$ cat src/rtl/phase_edge_pkg.sv
// Package: shared geometry of the step grid and code helpers.
// Assumes quadrant count is a power of two so the quadrant field is exact.
package phase_edge_pkg;

    parameter int QUADS      = 4;
    parameter int QUAD_STEPS = 12;
    parameter int NCH        = 5;

    localparam int PERIOD_STEPS = QUADS * QUAD_STEPS;
    localparam int STEP_W       = $clog2(PERIOD_STEPS);
    localparam int QSEL_W       = $clog2(QUADS);
    localparam int POS_W        = 4;
    localparam int CODE_W       = QSEL_W + POS_W;

    // Channel order inside packed vectors
    typedef enum int {
        CH_RGATE = 0,
        CH_HCA   = 1,
        CH_HCB   = 2,
        CH_SREF  = 3,
        CH_SDAT  = 4
    } chan_e;

    // Channels that carry a polarity invert
    localparam logic [NCH-1:0] INV_MASK = 5'b00111;

    // True when the in-quadrant position names a real step
    function automatic logic code_valid(input logic [CODE_W-1:0] code);
        return int'(code[POS_W-1:0]) < QUAD_STEPS;
    endfunction

    // Absolute step from quadrant and in-quadrant position
    function automatic logic [STEP_W-1:0] code_step(input logic [CODE_W-1:0] code);
        return STEP_W'(int'(code[CODE_W-1:POS_W]) * QUAD_STEPS + int'(code[POS_W-1:0]));
    endfunction

endpackage

$ cat src/rtl/phase_step_counter.sv
// Phase step counter: counts phase-clock cycles within a pixel period.
// Assumes pix_align is a synchronous single-cycle pulse; it forces step 0.
// Flags the edge that starts a new period so settings can be loaded there.
module phase_step_counter
    import phase_edge_pkg::*;
(
    input  logic              clk,
    input  logic              rst_n,
    input  logic              pix_align,
    output logic [STEP_W-1:0] step,
    output logic              period_load
);

    localparam logic [STEP_W-1:0] LAST_STEP = STEP_W'(PERIOD_STEPS - 1);

    // Boundary: either the grid wraps or the pixel clock realigns it
    always_comb begin
        period_load = pix_align || (step == LAST_STEP);
    end

    // Advance the step, restarting at each boundary
    always_ff @(posedge clk) begin
        if (!rst_n) begin
            step <= '0;
        end else if (period_load) begin
            step <= '0;
        end else begin
            step <= step + STEP_W'(1);
        end
    end

endmodule

$ cat src/rtl/edge_setting_hold.sv
// Setting hold for one waveform: keeps the decoded rising/falling steps
// and the invert bit used during the current period.
// Assumes load pulses only at a period boundary. Invalid codes keep the old step.
module edge_setting_hold
    import phase_edge_pkg::*;
#(
    parameter bit HAS_INV = 1'b1
) (
    input  logic              clk,
    input  logic              rst_n,
    input  logic              load,
    input  logic [CODE_W-1:0] rise_code,
    input  logic [CODE_W-1:0] fall_code,
    input  logic              inv_in,
    output logic [STEP_W-1:0] rise_step,
    output logic [STEP_W-1:0] fall_step,
    output logic              inv_q
);

    // Rising step: replaced only by a valid code at a boundary
    always_ff @(posedge clk) begin
        if (!rst_n) begin
            rise_step <= '0;
        end else if (load && code_valid(rise_code)) begin
            rise_step <= code_step(rise_code);
        end
    end

    // Falling step: judged independently of the rising code
    always_ff @(posedge clk) begin
        if (!rst_n) begin
            fall_step <= '0;
        end else if (load && code_valid(fall_code)) begin
            fall_step <= code_step(fall_code);
        end
    end

    generate
        if (HAS_INV) begin : g_inv
            // Invert bit captured at the boundary with the steps
            always_ff @(posedge clk) begin
                if (!rst_n) begin
                    inv_q <= 1'b0;
                end else if (load) begin
                    inv_q <= inv_in;
                end
            end
        end else begin : g_no_inv
            // Channel has no invert control
            always_comb begin
                inv_q = 1'b0;
            end
        end
    endgenerate

endmodule

$ cat src/rtl/edge_window_out.sv
// Window shaper for one waveform: compares the current step against the
// held rising/falling steps and registers the level, after polarity.
// Assumes steps are below the period length; equal steps mean inactive.
module edge_window_out
    import phase_edge_pkg::*;
(
    input  logic              clk,
    input  logic              rst_n,
    input  logic [STEP_W-1:0] step,
    input  logic [STEP_W-1:0] rise_step,
    input  logic [STEP_W-1:0] fall_step,
    input  logic              inv,
    output logic              wave
);

    logic after_rise;
    logic before_fall;
    logic active;

    // Window membership, wrapping when falling precedes rising
    always_comb begin
        after_rise  = (step >= rise_step);
        before_fall = (step < fall_step);
        if (rise_step == fall_step) begin
            active = 1'b0;
        end else if (rise_step < fall_step) begin
            active = after_rise && before_fall;
        end else begin
            active = after_rise || before_fall;
        end
    end

    // Register the polarity-adjusted level for a glitch-free output
    always_ff @(posedge clk) begin
        if (!rst_n) begin
            wave <= 1'b0;
        end else begin
            wave <= active ^ inv;
        end
    end

endmodule

$ cat src/rtl/phase_edge_gen.sv
// Top: five windowed waveforms on a 48-step grid plus two complements.
// Assumes clk is the 48x phase clock and pix_align marks pixel-clock rises.
module phase_edge_gen
    import phase_edge_pkg::*;
(
    input  logic              clk,
    input  logic              rst_n,
    input  logic              pix_align,
    input  logic [CODE_W-1:0] rgate_rise,
    input  logic [CODE_W-1:0] rgate_fall,
    input  logic              rgate_inv,
    input  logic [CODE_W-1:0] hca_rise,
    input  logic [CODE_W-1:0] hca_fall,
    input  logic              hca_inv,
    input  logic [CODE_W-1:0] hcb_rise,
    input  logic [CODE_W-1:0] hcb_fall,
    input  logic              hcb_inv,
    input  logic [CODE_W-1:0] sref_rise,
    input  logic [CODE_W-1:0] sref_fall,
    input  logic [CODE_W-1:0] sdat_rise,
    input  logic [CODE_W-1:0] sdat_fall,
    output logic              rgate_o,
    output logic              hca_o,
    output logic              hca_n_o,
    output logic              hcb_o,
    output logic              hcb_n_o,
    output logic              sref_o,
    output logic              sdat_o
);

    logic [STEP_W-1:0]            step;
    logic                         period_load;
    logic [NCH-1:0][CODE_W-1:0]   rise_code;
    logic [NCH-1:0][CODE_W-1:0]   fall_code;
    logic [NCH-1:0]               inv_in;
    logic [NCH-1:0][STEP_W-1:0]   rise_step;
    logic [NCH-1:0][STEP_W-1:0]   fall_step;
    logic [NCH-1:0]               inv_q;
    logic [NCH-1:0]               wave;

    // Gather per-channel inputs into indexed vectors
    always_comb begin
        rise_code[CH_RGATE] = rgate_rise;
        rise_code[CH_HCA]   = hca_rise;
        rise_code[CH_HCB]   = hcb_rise;
        rise_code[CH_SREF]  = sref_rise;
        rise_code[CH_SDAT]  = sdat_rise;
        fall_code[CH_RGATE] = rgate_fall;
        fall_code[CH_HCA]   = hca_fall;
        fall_code[CH_HCB]   = hcb_fall;
        fall_code[CH_SREF]  = sref_fall;
        fall_code[CH_SDAT]  = sdat_fall;
        inv_in              = '0;
        inv_in[CH_RGATE]    = rgate_inv;
        inv_in[CH_HCA]      = hca_inv;
        inv_in[CH_HCB]      = hcb_inv;
    end

    phase_step_counter u_cnt (
        .clk         (clk),
        .rst_n       (rst_n),
        .pix_align   (pix_align),
        .step        (step),
        .period_load (period_load)
    );

    generate
        for (genvar ch = 0; ch < NCH; ch++) begin : g_ch
            edge_setting_hold #(
                .HAS_INV (INV_MASK[ch])
            ) u_hold (
                .clk       (clk),
                .rst_n     (rst_n),
                .load      (period_load),
                .rise_code (rise_code[ch]),
                .fall_code (fall_code[ch]),
                .inv_in    (inv_in[ch]),
                .rise_step (rise_step[ch]),
                .fall_step (fall_step[ch]),
                .inv_q     (inv_q[ch])
            );

            edge_window_out u_win (
                .clk       (clk),
                .rst_n     (rst_n),
                .step      (step),
                .rise_step (rise_step[ch]),
                .fall_step (fall_step[ch]),
                .inv       (inv_q[ch]),
                .wave      (wave[ch])
            );
        end
    endgenerate

    // Drive outputs; the complement pairs share one register each
    always_comb begin
        rgate_o = wave[CH_RGATE];
        hca_o   = wave[CH_HCA];
        hca_n_o = ~wave[CH_HCA];
        hcb_o   = wave[CH_HCB];
        hcb_n_o = ~wave[CH_HCB];
        sref_o  = wave[CH_SREF];
        sdat_o  = wave[CH_SDAT];
    end

endmodule

$ cat config.mk
export PLATFORM = sky130hd
export DESIGN_NAME = phase_edge_gen
export DESIGN_NICKNAME = d
export VERILOG_FILES = /design/src/rtl/phase_edge_pkg.sv /design/src/rtl/phase_step_counter.sv /design/src/rtl/edge_setting_hold.sv /design/src/rtl/edge_window_out.sv /design/src/rtl/phase_edge_gen.sv
export SDC_FILE = /design/constraint.sdc
export NUM_CORES = 1
export LEC_CHECK = 0
export BUFFER_PORTS_ARGS = -buffer_cell sky130_fd_sc_hd__buf_4
export CAP_MARGIN = 20
export CORE_ASPECT_RATIO = 1.1
export CORE_UTILIZATION = 36
export CTS_CLUSTER_SIZE = 25
export DETAILED_ROUTE_END_ITERATION = 10
export PLACE_DENSITY = 0.54
export REMOVE_ABC_BUFFERS = 1
export SYNTH_ARGS = -nofsm -noshare
export SYNTH_HDL_FRONTEND = slang
export SYNTH_SLANG_ARGS = --single-unit
$ cat constraint.sdc
create_clock -name clk -period 2.7 [get_ports clk]
set_input_delay 0.54 -clock clk [delete_from_list [all_inputs] [get_ports clk]]
set_output_delay 0.54 -clock clk [all_outputs]
set_load 0.05 [all_outputs]
==> metrics.cfg, run 1 <==
[synthesis]
yosysSeqAreaShare_pct=25.3
yosys_warnings=0
synth_area_leader_cell=ha_1
avgSynthCellArea_um2=9.44
synth_cell_types=36
netlist_top_cells_area=ha_1, dfxtp_1, mux2i_1, nor2b_1, inv_1
synthCells=619
synth_top_area_share_pct=27.0
synth.cell_area_mm2=0.00584
synth-seq-cells=74

[setup_path]
crit_chain=ha_1 -> nand3_1 -> nor3b_1 -> nor2_2 -> buf_4 -> a21oi_4 -> mux2i_1 -> nor2b_1
start_kind=flip-flop
worst_ep_required_time_ns=2.92
cpMaxStageDelayCell=nor2_2
max_stage_delay_ns=0.74
crit_buf_inv=1
end_kind=flip-flop
cpLargestDelayFamily=simple AND/OR/NAND/NOR gates
reg2reg_setup_slack_ns=0.44
cp_max_fo=10
worstSetupPathType=flip-flop to flip-flop
arrival_ns=2.49

[floorplan]
core_mm2=0.0158
die_y_um=136
start_util_pct=37.0
dieArea_mm2=0.0167
ios=73
std_cell_rows=48
die_w_um=123

[sta]
slew_headroom_pct=34.9
tightestPinTransition_ns=0.975
finalHoldViolCount=0
setup_viol=0
report.final.slew_viol_count=0
rsz0062_at_grt=no
fmax_ghz=0.442
whs_ns=0.459
finClkSkew_ns=0.00742
fin_crit_sh_pct=83.7
tns_ns=0
period_needed_ns=2.26

[global_route]
antenna_found_initial=0
grt_pass1_vias=4534
grt_util_all_layers_pct=15.8
grt_max_degree=71
grt_overflow=0
grt_pass1_wl_um=20600

[clock_network]
cts_hold_buf=0
tritoncts=done
cts_buffers=9
cts.sinks=74
cts_setup_buffers=0
clockBufferDepth=2
cts_repair_resize_count=0
h-tree-depth=3
clk_latency_ns=0.34
cts_root_buf=clkbuf_16
clk_pin_slew_worst_paths_ns=0.06

[route]
drt-initial-drc-count=104
wire_per_inst_um=13.3
ant_nets=0
vias=4392
drc_errors=0
firstDrtPassIters=4
routed_wl_um=12100
vias_per_cell=4.85

[flow_run]
maxCapViolCount=0

[placed_design]
numPortBuffers=72
dp_hpwl_um=9610
placed_area_mm2=0.00665
gp_congestion=0.771

[layout]
syn_to_final_growth_pct=19.3
final_area_mm2=0.00697
nNetsFinal=902
postLayoutCoreUtil_pct=44.1
final_cell_mix=ha_1, inv_1, buf_4, dfxtp_1, nor2b_1
final_common_cell=ha_1
drive_above_1_share_pct=15.6
antenna_cells=0

[power]
power_mw=3.49
peakVddDrop_mv=0.296
power.density_mw_per_mm2=501
p_leak_nw=3.39

[hold_path]
timing.hold.worst.class=primary input to flip-flop

[run_status]
status=completed

==> path summary, 6_finish.rpt <==
| path | from | to | cells after the start |
|---|---|---|---|
| setup reg to reg | u_cnt.step[0]$_SDFF_PP0_ | g_ch[2].u_hold.fall_step[1]$_SDFFE_PN0P_ | 8 |
| setup / recovery | u_cnt.step[0]$_SDFF_PP0_ | g_ch[2].u_hold.fall_step[1]$_SDFFE_PN0P_ | 8 |
| hold / removal | sref_rise[0] | g_ch[3].u_hold.rise_step[0]$_SDFFE_PN0P_ | 3 |
| hold reg to reg | g_ch[1].u_hold.inv_q$_SDFFE_PN0P_ | g_ch[1].u_win.wave$_SDFF_PN0_ | 2 |
==> logic make-up (layout without fill, tap and decap cells) <==
group / count (synthesis) / in the layout / synth area share [%]
adders and majority gates: 141 / 141 / 31.3
and+or+nand+nor: 133 / 133 / 12.2
AOI/OAI and AO/OA: 112 / 112 / 14.2
buffers and inverters: 92 / 178 / 5.97
DFF: 74 / 74 / 25.3
muxes: 43 / 43 / 7.36
xor gates and xnor gates: 24 / 24 / 3.60
==> state kept, by name (all words and copies together) (netlist names) <==
signal / flops
g_ch.u_win.wave: 5
g_ch.u_hold.rise_step: 30
g_ch.u_hold.fall_step: 30
u_cnt.step: 6
g_ch.u_hold.inv_q: 3
==> metal layers <==
| metal | wire length, um | GRT usage, % | vias to the layer above |
|---|---|---|---|
| li1 | - | - | 2299 |
| met1 | 5520 | 19.0 | 2017 |
| met2 | 5930 | 27.5 | 57 |
| met3 | 361 | 2.74 | 19 |
| met4 | 268 | 6.36 | 0 |
| met5 | 0 | 0 | - |
==> final cells by class <==
cell class / instances / area, um2
clock inverter: 6 / 80.1
sequential: 74 / 1480
tap: 200 / 250
fill: 1559 / 8820
inverter: 83 / 312
clock buffer: 10 / 239
multi-input combinational: 453 / 4020
timing repair buffer: 79 / 593
==> worst min-delay path, stage by stage <==
cell	delay (ns)
buf_4	0.08
mux2i_1	0.05
nor2b_1	0.09
==> stage by stage <==
step | instances | worst slack [ns]
6_report | 905 | 0.439
5_1_grt | 905 | 0.256
4_1_cts | 905 | 0.395
3_5_place_dp | 889 | 0.405
3_3_place_gp | 889 | 0.472
2_1_floorplan | 610 | 0.141
==> cell usage after synthesis, drive strengths merged <==
cell type and count:
ha 126, or3 3, nor2b 53, fa 10
a211oi 8, or3b 3, o211ai 3, a2111oi 3
nand4 5, o21ai 12, a31oi 2, a21boi 3
o2111ai 3, and3 2, clkbuf 8, mux2i 43
o21a 8, nand2 35, o211a 20, nand2b 7
nor2 16, buf 1, xor2 2, nand3 5
nor3b 4, dfxtp 74, maj3 5, inv 83
a21o 6, a21oi 44, xnor2 22
==> report_power, final <==
group / total, mW / switching, mW / internal [mW] / leakage, nW
Sequential: 1.25 / 0.0636 / 1.18 / 0.610
Combinational: 0.964 / 0.508 / 0.456 / 2.62
Clock: 1.28 / 0.451 / 0.827 / 0.162
Total: 3.49 / 1.02 / 2.47 / 3.39
(Power assumes the default switching activity.)
==> run 2, diff against run 1 <==
--- a/config.mk
+++ b/config.mk
@@ -11,7 +11,7 @@
 export CORE_UTILIZATION = 36
 export CTS_CLUSTER_SIZE = 25
 export DETAILED_ROUTE_END_ITERATION = 10
-export PLACE_DENSITY = 0.54
+export PLACE_DENSITY = 0.56
 export REMOVE_ABC_BUFFERS = 1
 export SYNTH_ARGS = -nofsm -noshare
 export SYNTH_HDL_FRONTEND = slang
==> constraint.sdc (replaced) <==
create_clock -name clk -period 2.03 [get_ports clk]
set_input_delay 0.406 -clock clk [delete_from_list [all_inputs] [get_ports clk]]
set_output_delay 0.406 -clock clk [all_outputs]
set_load 0.05 [all_outputs]
==> run 2 against run 1 <==
  * Core utilization grew 1.5 points
  * Critical path depth is the same
  * Cell count grew 1.5%
  * Critical path type unchanged
  * Worst hold slack lost 0.13 ns
  * Clock skew shrank 0.0026 ns
==> metrics.cfg, run 2 (synthesis results as in run 1) <==
[setup_path]
cpLargestDelayFamily=simple AND/OR/NAND/NOR gates
worstSetupPathType=flip-flop to flip-flop
arrival_ns=2.29
crit_chain=buf_6 -> ha_1 -> or3b_1 -> o2111ai_1 -> a21oi_1 -> maj3_2 -> or3_1 -> a21boi_1
max_stage_delay_ns=0.35
r2r_cells=8
cp-startpoint=u_cnt.step[1]$_SDFF_PP0_
start_kind=flip-flop
worst-path-stages=8
worst_ep_required_time_ns=2.30
crit_buf_inv=1
end_kind=flip-flop
cpMaxStageDelayCell=or3b_1
cp_max_fo=5
worstReg2RegStart=u_cnt.step[1]$_SDFF_PP0_

[route]
dr_wl_met2_um=6420
drc_errors=0
highest_layer=met4
firstDrtPassIters=4
drt-met1-wl_um=5740
vias=4473
ant_nets=0
wl_met3_um=317
drt-initial-drc-count=150
wire_per_inst_um=13.8
vias_per_cell=4.87
routed_wl_um=12700

[global_route]
grt_pass1_wl_um=21200
grt_max_degree=52
grt_util_all_layers_pct=16.2
antenna_found_initial=0
grt_pass1_vias=4647
grt_overflow=0

[power]
peakVddDrop_mv=0.414
p_leak_nw=3.47
power_mw=4.47
power.density_mw_per_mm2=620

[layout]
final.fill_count=1489
drive_above_1_share_pct=20.4
nNetsFinal=916
final_common_cell=ha_1
largestRegisters=g_ch.u_hold.fall_step: 30 flops, g_ch.u_hold.rise_step: 30 flops, u_cnt.step: 6 flops
antenna_cells=0
postLayoutCoreUtil_pct=45.6
final_cell_mix=ha_1, buf_4, inv_1, dfxtp_1, nor2b_1
syn_to_final_growth_pct=23.3

[sta]
fmax_ghz=0.495
report.final.slew_viol_count=0
period_needed_ns=2.02
whs_ns=0.326
rsz0062_at_grt=yes
setup_viol=0
fin_crit_sh_pct=99.5
slew_headroom_pct=66.7
final.setup.worst_slack_ns=0.0100
finalHoldViolCount=0
finClkSkew_ns=0.00486
tightestPinTransition_ns=0.499
tns_ns=0

[clock_network]
cts.sinks=74
clockBufferDepth=2
clk_latency_ns=0.34
tritoncts=done
cts_root_buf=clkbuf_16
clk_pin_slew_worst_paths_ns=0.06
h-tree-depth=3
cts_buffers=9
cts_hold_buf=0

[flow_run]
maxCapViolCount=0

[floorplan]
start_util_pct=37.0
ios=73
dieArea_mm2=0.0167
die_w_um=123
die_y_um=136
std_cell_rows=48
core_mm2=0.0158

[placed_design]
numPortBuffers=72
dp_hpwl_um=10200
gp_congestion=0.791
dp_slack_ns=-0.119

[hold_path]
worstHoldPathCells=3
timing.hold.worst.class=primary input to flip-flop
hold_start=rgate_fall[1]

[run_status]
status=completed

==> run 2: cell count changes in the layout (fill, tap and decap cells not counted), moves of 3 or more <==
cell,change
buf_4,+11
a21oi_1,-3
ha_1,-6
a2111oi_0,-3
ha_4,+5
dfxtp_2,+5
dfxtp_1,-6
==> run 2: worst register-to-register path: cells and delay by family, from the launching register on <==
| family | cells | cell delay [ns] |
|---|---|---|
| AND/OR/NAND/NOR | 2 | 0.66 |
| adder cells (fa/ha/maj) | 2 | 0.50 |
| flip-flops | 1 | 0.33 |
| AO/OA/AOI/OAI | 3 | 0.33 |
| buffers and inverters | 1 | 0.14 |
==> run 2: area by class of cell <==
cell class / count / area, um2 / area share [%]
multi-input cells: 453 / 4150 / 57.6
clock buffers: 11 / 243 / 3.37
well taps: 200 / 250 / 3.47
clock inverters: 5 / 30.0 / 0.417
inverters: 83 / 312 / 4.32
repair buffers: 93 / 727 / 10.1
flip-flops and latches: 74 / 1490 / 20.7
==> run 2: path summary, 6_finish.rpt <==
check                                                           endpoint  slack [ns]
worst max-delay path                       g_ch[2].u_win.wave$_SDFF_PN0_        0.01
worst min-delay path            g_ch[0].u_hold.fall_step[1]$_SDFFE_PN0P_        0.33
worst max register to register             g_ch[2].u_win.wave$_SDFF_PN0_        0.01
worst min register to register             g_ch[0].u_win.wave$_SDFF_PN0_        0.49
==> run 2: through the flow <==
step / instances / area [um2]
floorplan: 610 / 5810
global placement: 901 / 6770
detailed placement: 901 / 6770
CTS: 918 / 7090
global route: 919 / 7210
finish: 919 / 7210
==> run 2: where the power goes <==
| group | switching (mW) | internal (mW) | leakage, nW | total [mW] |
|---|---|---|---|---|
| Combinational | 0.703 | 0.645 | 2.73 | 1.35 |
| Sequential | 0.0899 | 1.57 | 0.613 | 1.66 |
| Clock | 0.601 | 0.853 | 0.131 | 1.45 |
| Total | 1.39 | 3.07 | 3.47 | 4.47 |
==> run 2: timing repair <==
| action | CTS | global route |
|---|---|---|
| endpoints found under the setup margin | 33 | 57 |
| setup buffers | 1 | 1 |
| pin swaps | 5 | 8 |
| resized for setup | 12 | 21 |
==> run 2: per-layer routing <==
layer  global-route usage (%)  vias up
met5                        0        -
met4                     6.43        0
met3                     2.40       19
met2                     29.8       64
met1                     18.5     2065
li1                         -     2325
